$ cat src/rtl/fuse_window_pkg.sv
package fuse_window_pkg;

  localparam int ROW_BITS  = 32;
  localparam int ROW_BYTES = ROW_BITS / 8;
  localparam int SIZE_W    = 3;

  typedef enum logic [1:0] {
    SEQ_IDLE,
    SEQ_ISSUE_LO,
    SEQ_ISSUE_HI,
    SEQ_WAIT
  } seq_state_t;

  // Legal byte counts are 1..ROW_BYTES.
  function automatic logic size_legal(input logic [SIZE_W-1:0] sz);
    return (sz != '0) && (int'(sz) <= ROW_BYTES);
  endfunction

  // Shift the joined row pair down by the byte offset and keep sz bytes.
  function automatic logic [ROW_BITS-1:0] pack_bytes(
      input logic [2*ROW_BITS-1:0] pair,
      input logic [1:0]            off,
      input logic [SIZE_W-1:0]     sz);
    logic [2*ROW_BITS-1:0] shifted;
    logic [ROW_BITS-1:0]   res;
    shifted = pair >> {off, 3'b000};
    res = '0;
    for (int b = 0; b < ROW_BYTES; b++) begin
      if (b < int'(sz)) res[b*8 +: 8] = shifted[b*8 +: 8];
    end
    return res;
  endfunction

endpackage

$ cat src/rtl/fw_req_decode.sv
module fw_req_decode
  import fuse_window_pkg::*;
#(
  parameter int ADDR_W       = 12,
  parameter int WINDOW_BYTES = 3072,
  parameter int IDX_W        = 10
) (
  input  logic [ADDR_W-1:0] addr,
  input  logic [SIZE_W-1:0] size,
  output logic [IDX_W-1:0]  lo_idx,
  output logic [IDX_W-1:0]  hi_idx,
  output logic              spans_two,
  output logic              good
);

  localparam logic [ADDR_W:0] LIMIT = (ADDR_W+1)'(WINDOW_BYTES);

  logic [ADDR_W:0] last_byte;
  logic            in_range;
  logic            size_ok;

  always_comb begin
    last_byte = {1'b0, addr} + (ADDR_W+1)'(size) - (ADDR_W+1)'(1);
    lo_idx    = IDX_W'(addr >> 2);
    hi_idx    = IDX_W'(last_byte >> 2);
    in_range  = last_byte < LIMIT;
    size_ok   = size_legal(size);
    good      = in_range && size_ok;
    spans_two = lo_idx != hi_idx;
  end


  always_comb begin
    adjacent_rows_chk: assert (!good || (hi_idx == lo_idx) || (hi_idx == lo_idx + IDX_W'(1)));
  end

endmodule

$ cat src/rtl/fw_result_pack.sv
module fw_result_pack
  import fuse_window_pkg::*;
(
  input  logic                two_rows,
  input  logic [ROW_BITS-1:0] lo_row,
  input  logic [ROW_BITS-1:0] last_row,
  input  logic [1:0]          off,
  input  logic [SIZE_W-1:0]   size,
  output logic [ROW_BITS-1:0] packed_word
);

  logic [2*ROW_BITS-1:0] pair;

  always_comb begin
    pair        = two_rows ? {last_row, lo_row} : {{ROW_BITS{1'b0}}, last_row};
    packed_word = pack_bytes(pair, off, size);
  end

endmodule

$ cat src/rtl/fw_row_seq.sv
module fw_row_seq
  import fuse_window_pkg::*;
#(
  parameter int IDX_W = 10
) (
  input  logic                clk,
  input  logic                rst_n,
  input  logic                req_valid,
  input  logic                req_write,
  input  logic [1:0]          req_off,
  input  logic [SIZE_W-1:0]   req_size,
  input  logic [IDX_W-1:0]    lo_idx,
  input  logic [IDX_W-1:0]    hi_idx,
  input  logic                spans_two,
  input  logic                good,
  input  logic                row_valid,
  input  logic [ROW_BITS-1:0] row_data,
  input  logic [ROW_BITS-1:0] packed_word,
  output logic                busy,
  output logic                row_req,
  output logic [IDX_W-1:0]    row_idx,
  output logic                rsp_valid,
  output logic                rsp_err,
  output logic [ROW_BITS-1:0] rsp_data,
  output logic                err_event,
  output logic                two_q,
  output logic [ROW_BITS-1:0] lo_data_q,
  output logic [1:0]          off_q,
  output logic [SIZE_W-1:0]   size_q
);

  seq_state_t       state;
  logic [IDX_W-1:0] lo_q;
  logic [IDX_W-1:0] hi_q;
  logic             accept;
  logic             launch_read;

  assign busy        = state != SEQ_IDLE;
  assign accept      = req_valid && !busy;
  assign err_event   = accept && (req_write || !good);
  assign launch_read = accept && !req_write && good;
  assign row_req     = (state == SEQ_ISSUE_LO) || (state == SEQ_ISSUE_HI);
  assign row_idx     = (state == SEQ_ISSUE_HI) ? hi_q : lo_q;

  always_ff @(posedge clk) begin
    if (!rst_n) begin
      state     <= SEQ_IDLE;
      lo_q      <= '0;
      hi_q      <= '0;
      two_q     <= 1'b0;
      off_q     <= '0;
      size_q    <= '0;
      lo_data_q <= '0;
      rsp_valid <= 1'b0;
      rsp_err   <= 1'b0;
      rsp_data  <= '0;
    end else begin
      rsp_valid <= 1'b0;
      rsp_err   <= 1'b0;
      rsp_data  <= '0;
      unique case (state)
        SEQ_IDLE: begin
          if (err_event) begin
            rsp_valid <= 1'b1;
            rsp_err   <= 1'b1;
          end else if (launch_read) begin
            lo_q   <= lo_idx;
            hi_q   <= hi_idx;
            two_q  <= spans_two;
            off_q  <= req_off;
            size_q <= req_size;
            state  <= SEQ_ISSUE_LO;
          end
        end
        SEQ_ISSUE_LO: state <= two_q ? SEQ_ISSUE_HI : SEQ_WAIT;
        SEQ_ISSUE_HI: begin
          if (row_valid) lo_data_q <= row_data;
          state <= SEQ_WAIT;
        end
        SEQ_WAIT: begin
          if (row_valid) begin
            rsp_valid <= 1'b1;
            rsp_data  <= packed_word;
            state     <= SEQ_IDLE;
          end
        end
        default: state <= SEQ_IDLE;
      endcase
    end
  end


  write_refused_chk: assert property (@(posedge clk) disable iff (!rst_n)
    (req_valid && !busy && req_write) |=> (rsp_valid && rsp_err && !row_req));


  first_fetch_chk: assert property (@(posedge clk) disable iff (!rst_n)
    (req_valid && !busy && !req_write && good) |=> (row_req && row_idx == $past(lo_idx)));


  refused_no_fetch_chk: assert property (@(posedge clk) disable iff (!rst_n)
    (req_valid && !busy && !good) |=> (!row_req && rsp_err));


  err_data_zero_chk: assert property (@(posedge clk) disable iff (!rst_n)
    (rsp_valid && rsp_err) |-> (rsp_data == '0));

endmodule

$ cat src/rtl/fw_err_status.sv
module fw_err_status (
  input  logic clk,
  input  logic rst_n,
  input  logic set_evt,
  input  logic clr,
  output logic sticky
);

  always_ff @(posedge clk) begin
    if (!rst_n)       sticky <= 1'b0;
    else if (set_evt) sticky <= 1'b1;
    else if (clr)     sticky <= 1'b0;
  end


  sticky_set_chk: assert property (@(posedge clk) disable iff (!rst_n)
    set_evt |=> sticky);


  sticky_clear_chk: assert property (@(posedge clk) disable iff (!rst_n)
    (clr && !set_evt) |=> !sticky);

endmodule

$ cat src/rtl/fuse_window.sv
module fuse_window
  import fuse_window_pkg::*;
#(
  parameter int ADDR_W       = 12,
  parameter int WINDOW_BYTES = 3072,
  parameter int IDX_W        = ADDR_W - 2
) (
  input  logic                clk,
  input  logic                rst_n,
  input  logic                req_valid,
  input  logic                req_write,
  input  logic [ADDR_W-1:0]   req_addr,
  input  logic [SIZE_W-1:0]   req_size,
  output logic                busy,
  output logic                rsp_valid,
  output logic [ROW_BITS-1:0] rsp_data,
  output logic                rsp_err,
  output logic                err_sticky,
  input  logic                err_clear,
  output logic                row_req,
  output logic [IDX_W-1:0]    row_idx,
  input  logic                row_valid,
  input  logic [ROW_BITS-1:0] row_data
);

  logic [IDX_W-1:0]    lo_idx;
  logic [IDX_W-1:0]    hi_idx;
  logic                spans_two;
  logic                good;
  logic                err_event;
  logic                two_q;
  logic [ROW_BITS-1:0] lo_data_q;
  logic [1:0]          off_q;
  logic [SIZE_W-1:0]   size_q;
  logic [ROW_BITS-1:0] packed_word;

  fw_req_decode #(
    .ADDR_W(ADDR_W), .WINDOW_BYTES(WINDOW_BYTES), .IDX_W(IDX_W)
  ) u_dec (
    .addr(req_addr), .size(req_size), .lo_idx(lo_idx), .hi_idx(hi_idx),
    .spans_two(spans_two), .good(good)
  );

  fw_row_seq #(.IDX_W(IDX_W)) u_seq (
    .clk(clk), .rst_n(rst_n), .req_valid(req_valid), .req_write(req_write),
    .req_off(req_addr[1:0]), .req_size(req_size), .lo_idx(lo_idx), .hi_idx(hi_idx),
    .spans_two(spans_two), .good(good), .row_valid(row_valid), .row_data(row_data),
    .packed_word(packed_word), .busy(busy), .row_req(row_req), .row_idx(row_idx),
    .rsp_valid(rsp_valid), .rsp_err(rsp_err), .rsp_data(rsp_data),
    .err_event(err_event), .two_q(two_q), .lo_data_q(lo_data_q),
    .off_q(off_q), .size_q(size_q)
  );

  fw_result_pack u_pack (
    .two_rows(two_q), .lo_row(lo_data_q), .last_row(row_data),
    .off(off_q), .size(size_q), .packed_word(packed_word)
  );

  fw_err_status u_err (
    .clk(clk), .rst_n(rst_n), .set_evt(err_event), .clr(err_clear), .sticky(err_sticky)
  );


  err_with_valid_chk: assert property (@(posedge clk) disable iff (!rst_n)
    rsp_err |-> rsp_valid);


  read_after_row_chk: assert property (@(posedge clk) disable iff (!rst_n)
    (rsp_valid && !rsp_err) |-> $past(row_valid));

endmodule

$ cat config.mk
export PLATFORM = sky130hd
export DESIGN_NAME = fuse_window
export DESIGN_NICKNAME = d
export VERILOG_FILES = /design/src/rtl/fuse_window_pkg.sv /design/src/rtl/fw_req_decode.sv /design/src/rtl/fw_result_pack.sv /design/src/rtl/fw_row_seq.sv /design/src/rtl/fw_err_status.sv /design/src/rtl/fuse_window.sv
export SDC_FILE = /design/constraint.sdc
export NUM_CORES = 1
export LEC_CHECK = 0
export BUFFER_PORTS_ARGS = -buffer_cell sky130_fd_sc_hd__buf_2
export CORE_UTILIZATION = 45
export CTS_BUF_LIST = sky130_fd_sc_hd__clkbuf_16
export CTS_CLUSTER_DIAMETER = 100
export CTS_CLUSTER_SIZE = 8
export DETAILED_ROUTE_END_ITERATION = 16
export PLACE_DENSITY = 0.67
export SLEW_MARGIN = 20
export SYNTH_ARGS = -nofsm -noshare
export SYNTH_HDL_FRONTEND = slang
export SYNTH_SLANG_ARGS = --single-unit
$ cat constraint.sdc
create_clock -name clk -period 4.2 [get_ports clk]
set_input_delay 0.84 -clock clk [delete_from_list [all_inputs] [get_ports clk]]
set_output_delay 0.84 -clock clk [all_outputs]
set_load 0.005 [all_outputs]
==> qor.txt <==
Clock transition at path regs - 0.07 ns
TNS Setup - 0 ns
Starting Density - 0.4631
Final nets - 793
Ratio of total power to cell area - 396.5 nW/um^2
Post-synthesis cell count - 647
Fmax - 0.2968 GHz
Clock power frac - 0.309
Worst Clk Skew - 0.009036 ns
DRT Wirelength - 13160 um
Most numerous cell in the Yosys netlist - dfxtp_1
Ys flop type - dfxtp_1
CP Max Fanout - 28
Run status - complete, no violations
CP Capture Type - flip-flop
Compound-Gate Fraction of Synth Area - 0.1652
Startpoint types - input pin
Final RePlAce weighted congestion - 0.8563
Mapped cell area - 5310 um^2
Crit path DAT - 3.55 ns
Max VDD drop - 0.0002478 V
Vias per cell - 5.397
Synth-to-layout area growth - 15.20%
Area share of the largest cell type after synthesis - 0.3582
Sequential cell area fraction in the yosys report - 0.3582
Input/output buffers - 99
Floorplan row count - 39
Mapped Avg Cell Area - 8.207 um^2
Crit path launch - req_size[1]
Max_cap viols - 0
Die width - 110.6 um
Crit Path Class - in -> reg
Post-synth EDFFs - 0
Fin crit share - 0.8022
Die Y - 110.6 um
Synth unique cells - 56
Final worst path period need - 3.369 ns
Post-synthesis mux area share - 0.1760
Simple-gate share of the synthesized area - 0.1713
Flop pwr share - 0.418
Residual DRC count - 0
Multi-input logic area - 3128 um^2
Die area - 12240 um^2
Synth top area cells - dfxtp_1 (36%), mux2i_1 (14%), a21oi_1 (8.0%), nor2_1 (6.6%), nand2_1 (5.8%)
Syn_nets - 718
Fraction of layout cells with a size suffix above 1 - 0.2091
Combinational Power Share - 0.273
Initial antenna violation count - 1
Post-CTS setup buffers - 0
Slew Viols, Final - 0
Fillers - 1031
Setup WS pre-CTS - 0.5062 ns
CTS tree - done
YS warnings - 0
Remaining antenna violation count after routing - 0
Largest family of logic cells by synthesized area - multiplexers
Worst-margin pin slew - 1.033 ns
GRT Overall Usage - 0.2224
Htree depth - 3
Vias - 4701
Worst Hold Class - reg -> reg
Avg WL per Cell - 15.10 um
Worst-case clock buffer depth - 2
Hold_sp - u_seq.lo_data_q[25]
CTS resizes - 0
XOR/XNOR share of the synthesized area - 0.03228
First DRT Iteration DRCs - 411
Setup ws final - 0.8306 ns
CP required - 4.38 ns
Largest net degree at the start of global routing - 43
Synth top cells by count - dfxtp_1 (95), nor2_1 (93), a21oi_1 (85)
Hold_buf cts - 0
Cell taking the most area after synthesis - dfxtp_1
Switching share of power - 0.3185
Rel. slew slack - 0.3113
Pre-antenna DRT Iters - 4
P_int - 1.653 mW
Psw - 0.7726 mW
Storage element area - 1904 um^2
Vias in the first global route - 4424
Register bit count reported by yosys - 95
Overall power - 2.426 mW
GRT overflow - 0
Adder-cell share of the synthesized area - 0.04383
Ports - 100
FFs w/ async S/R, synth - 0
Clock sinks - 95
Pleak - 2.797 nW
Floorplan core area - 11470 um^2
First-pass GRT wire length - 21990 um
Final setup vio count - 0
Worst-Skew Late Latency - 0.34 ns
Root Driver - clkbuf_16
RSZ-0062 raised after global routing - false
TritonCTS Buffers - 9
Detail Placement HPWL - 9377 um
Reg2reg start - u_seq.two_q
Hold Violations, Final - 0
worst max-delay path, stage by stage:
cell      delay [ns]
buf_2           0.11
inv_1           0.04
ha_1            0.25
o21bai_1        0.21
inv_1           0.10
fa_1            0.42
a21oi_1         0.22
o22ai_1         0.14
a31oi_1         0.22
nand4_2         0.15
nand4_1         0.12
buf_4           0.39
mux2i_1         0.25
nor2_1          0.06
sequential cells by signal (all words and copies together) (netlist names):
| signal | count |
|---|---|
| u_seq.rsp_valid | 1 |
| u_seq.lo_data_q | 32 |
| u_seq.hi_q | 10 |
| u_seq.size_q | 3 |
| u_seq.state | 2 |
| u_seq.off_q | 2 |
| u_seq.rsp_data | 32 |
| u_seq.lo_q | 10 |
| u_err.sticky | 1 |
| u_seq.rsp_err | 1 |
| u_seq.two_q | 1 |
cells by family (layout without fill, tap and decap cells):
group / Yosys count / in the layout
and+or+nand+nor: 214 / 214
xor gates and xnor gates: 18 / 18
adders and majority gates: 18 / 18
muxes: 91 / 91
DFF: 95 / 95
AOI/OAI and AO/OA: 143 / 143
other: 0 / 1
buffers and inverters: 68 / 148
power groups by stage:
stage                     logic, mW  clock network (mW)  registers [mW]
final                         0.661               0.750            1.01
after global routing          0.746               0.813            1.02
after CTS                     0.660               0.758            1.01
after detailed placement      0.657                   0            1.03
after global placement        0.639                   0            1.03
after floorplan               0.520                   0            1.00
worst paths after layout:
path,endpoint,slack (ns),depth (start not counted)
setup / recovery,u_seq.hi_q[0],0.83,14
hold / removal,u_seq.lo_data_q[25],0.45,2
setup reg to reg,u_seq.rsp_data[17],1.95,4
hold reg to reg,u_seq.lo_data_q[25],0.45,2
routing by layer:
| layer | GRT usage | wire, um | part of all wire | vias up |
|---|---|---|---|---|
| li1 | - | - | - | 2365 |
| met1 | 0.3050 | 6199 | 0.47 | 2185 |
| met2 | 0.3487 | 5993 | 0.46 | 135 |
| met3 | 0.04720 | 757 | 0.058 | 16 |
| met4 | 0.06933 | 204 | 0.016 | 0 |
| met5 | 0 | 0 | 0 | - |
per-stage QoR:
step | hold slack (ns) | cell area (um^2) | utilization | cells
floorplan | 0.4329 | 5310 | - | 647
global placement | 0.4400 | 5847 | 0.5099 | 854
detailed placement | 0.4468 | 5847 | 0.5099 | 854
CTS | 0.4571 | 6112 | 0.5330 | 870
global route | 0.4694 | 6115 | 0.5332 | 870
finish | 0.4542 | 6117 | 0.5334 | 871
placed cells by master, fill, tap and decap left out, types with 2 or more instances in the layout:
| cell | count |
|---|---|
| buf_2 | 99 |
| nor2_1 | 93 |
| dfxtp_1 | 93 |
| a21oi_1 | 85 |
| nand2_1 | 81 |
| mux2i_1 | 72 |
| inv_1 | 29 |
| mux2_2 | 19 |
| ha_1 | 17 |
| nor2b_1 | 14 |
| xnor2_1 | 11 |
| clkbuf_16 | 9 |
| a211oi_1 | 8 |
| o21ai_0 | 8 |
| o22a_1 | 6 |
| xor2_1 | 6 |
| o21ai_1 | 5 |
| buf_4 | 5 |
| and2_1 | 4 |
| nand3_1 | 4 |
| nand4_1 | 3 |
| o22ai_1 | 3 |
| o211ai_1 | 3 |
| a21o_1 | 3 |
| nor3_1 | 3 |
| o221a_2 | 3 |
| clkinv_2 | 3 |
| and3_1 | 2 |
| a21oi_2 | 2 |
| or3_1 | 2 |
| a31oi_1 | 2 |
| o21a_1 | 2 |
| inv_6 | 2 |
| dfxtp_2 | 2 |
cell type report:
cell class              instances  area share
flip-flops and latches         95      0.3113
well taps                     143     0.02925
clock buffers                   9     0.03682
multi-input cells             484      0.5114
clock inverters                 7    0.006545
repair buffers                104     0.08713
diodes                          1   0.0004091
inverters                      28     0.01718
No activity file was read; power rests on OpenSTA's default activity.
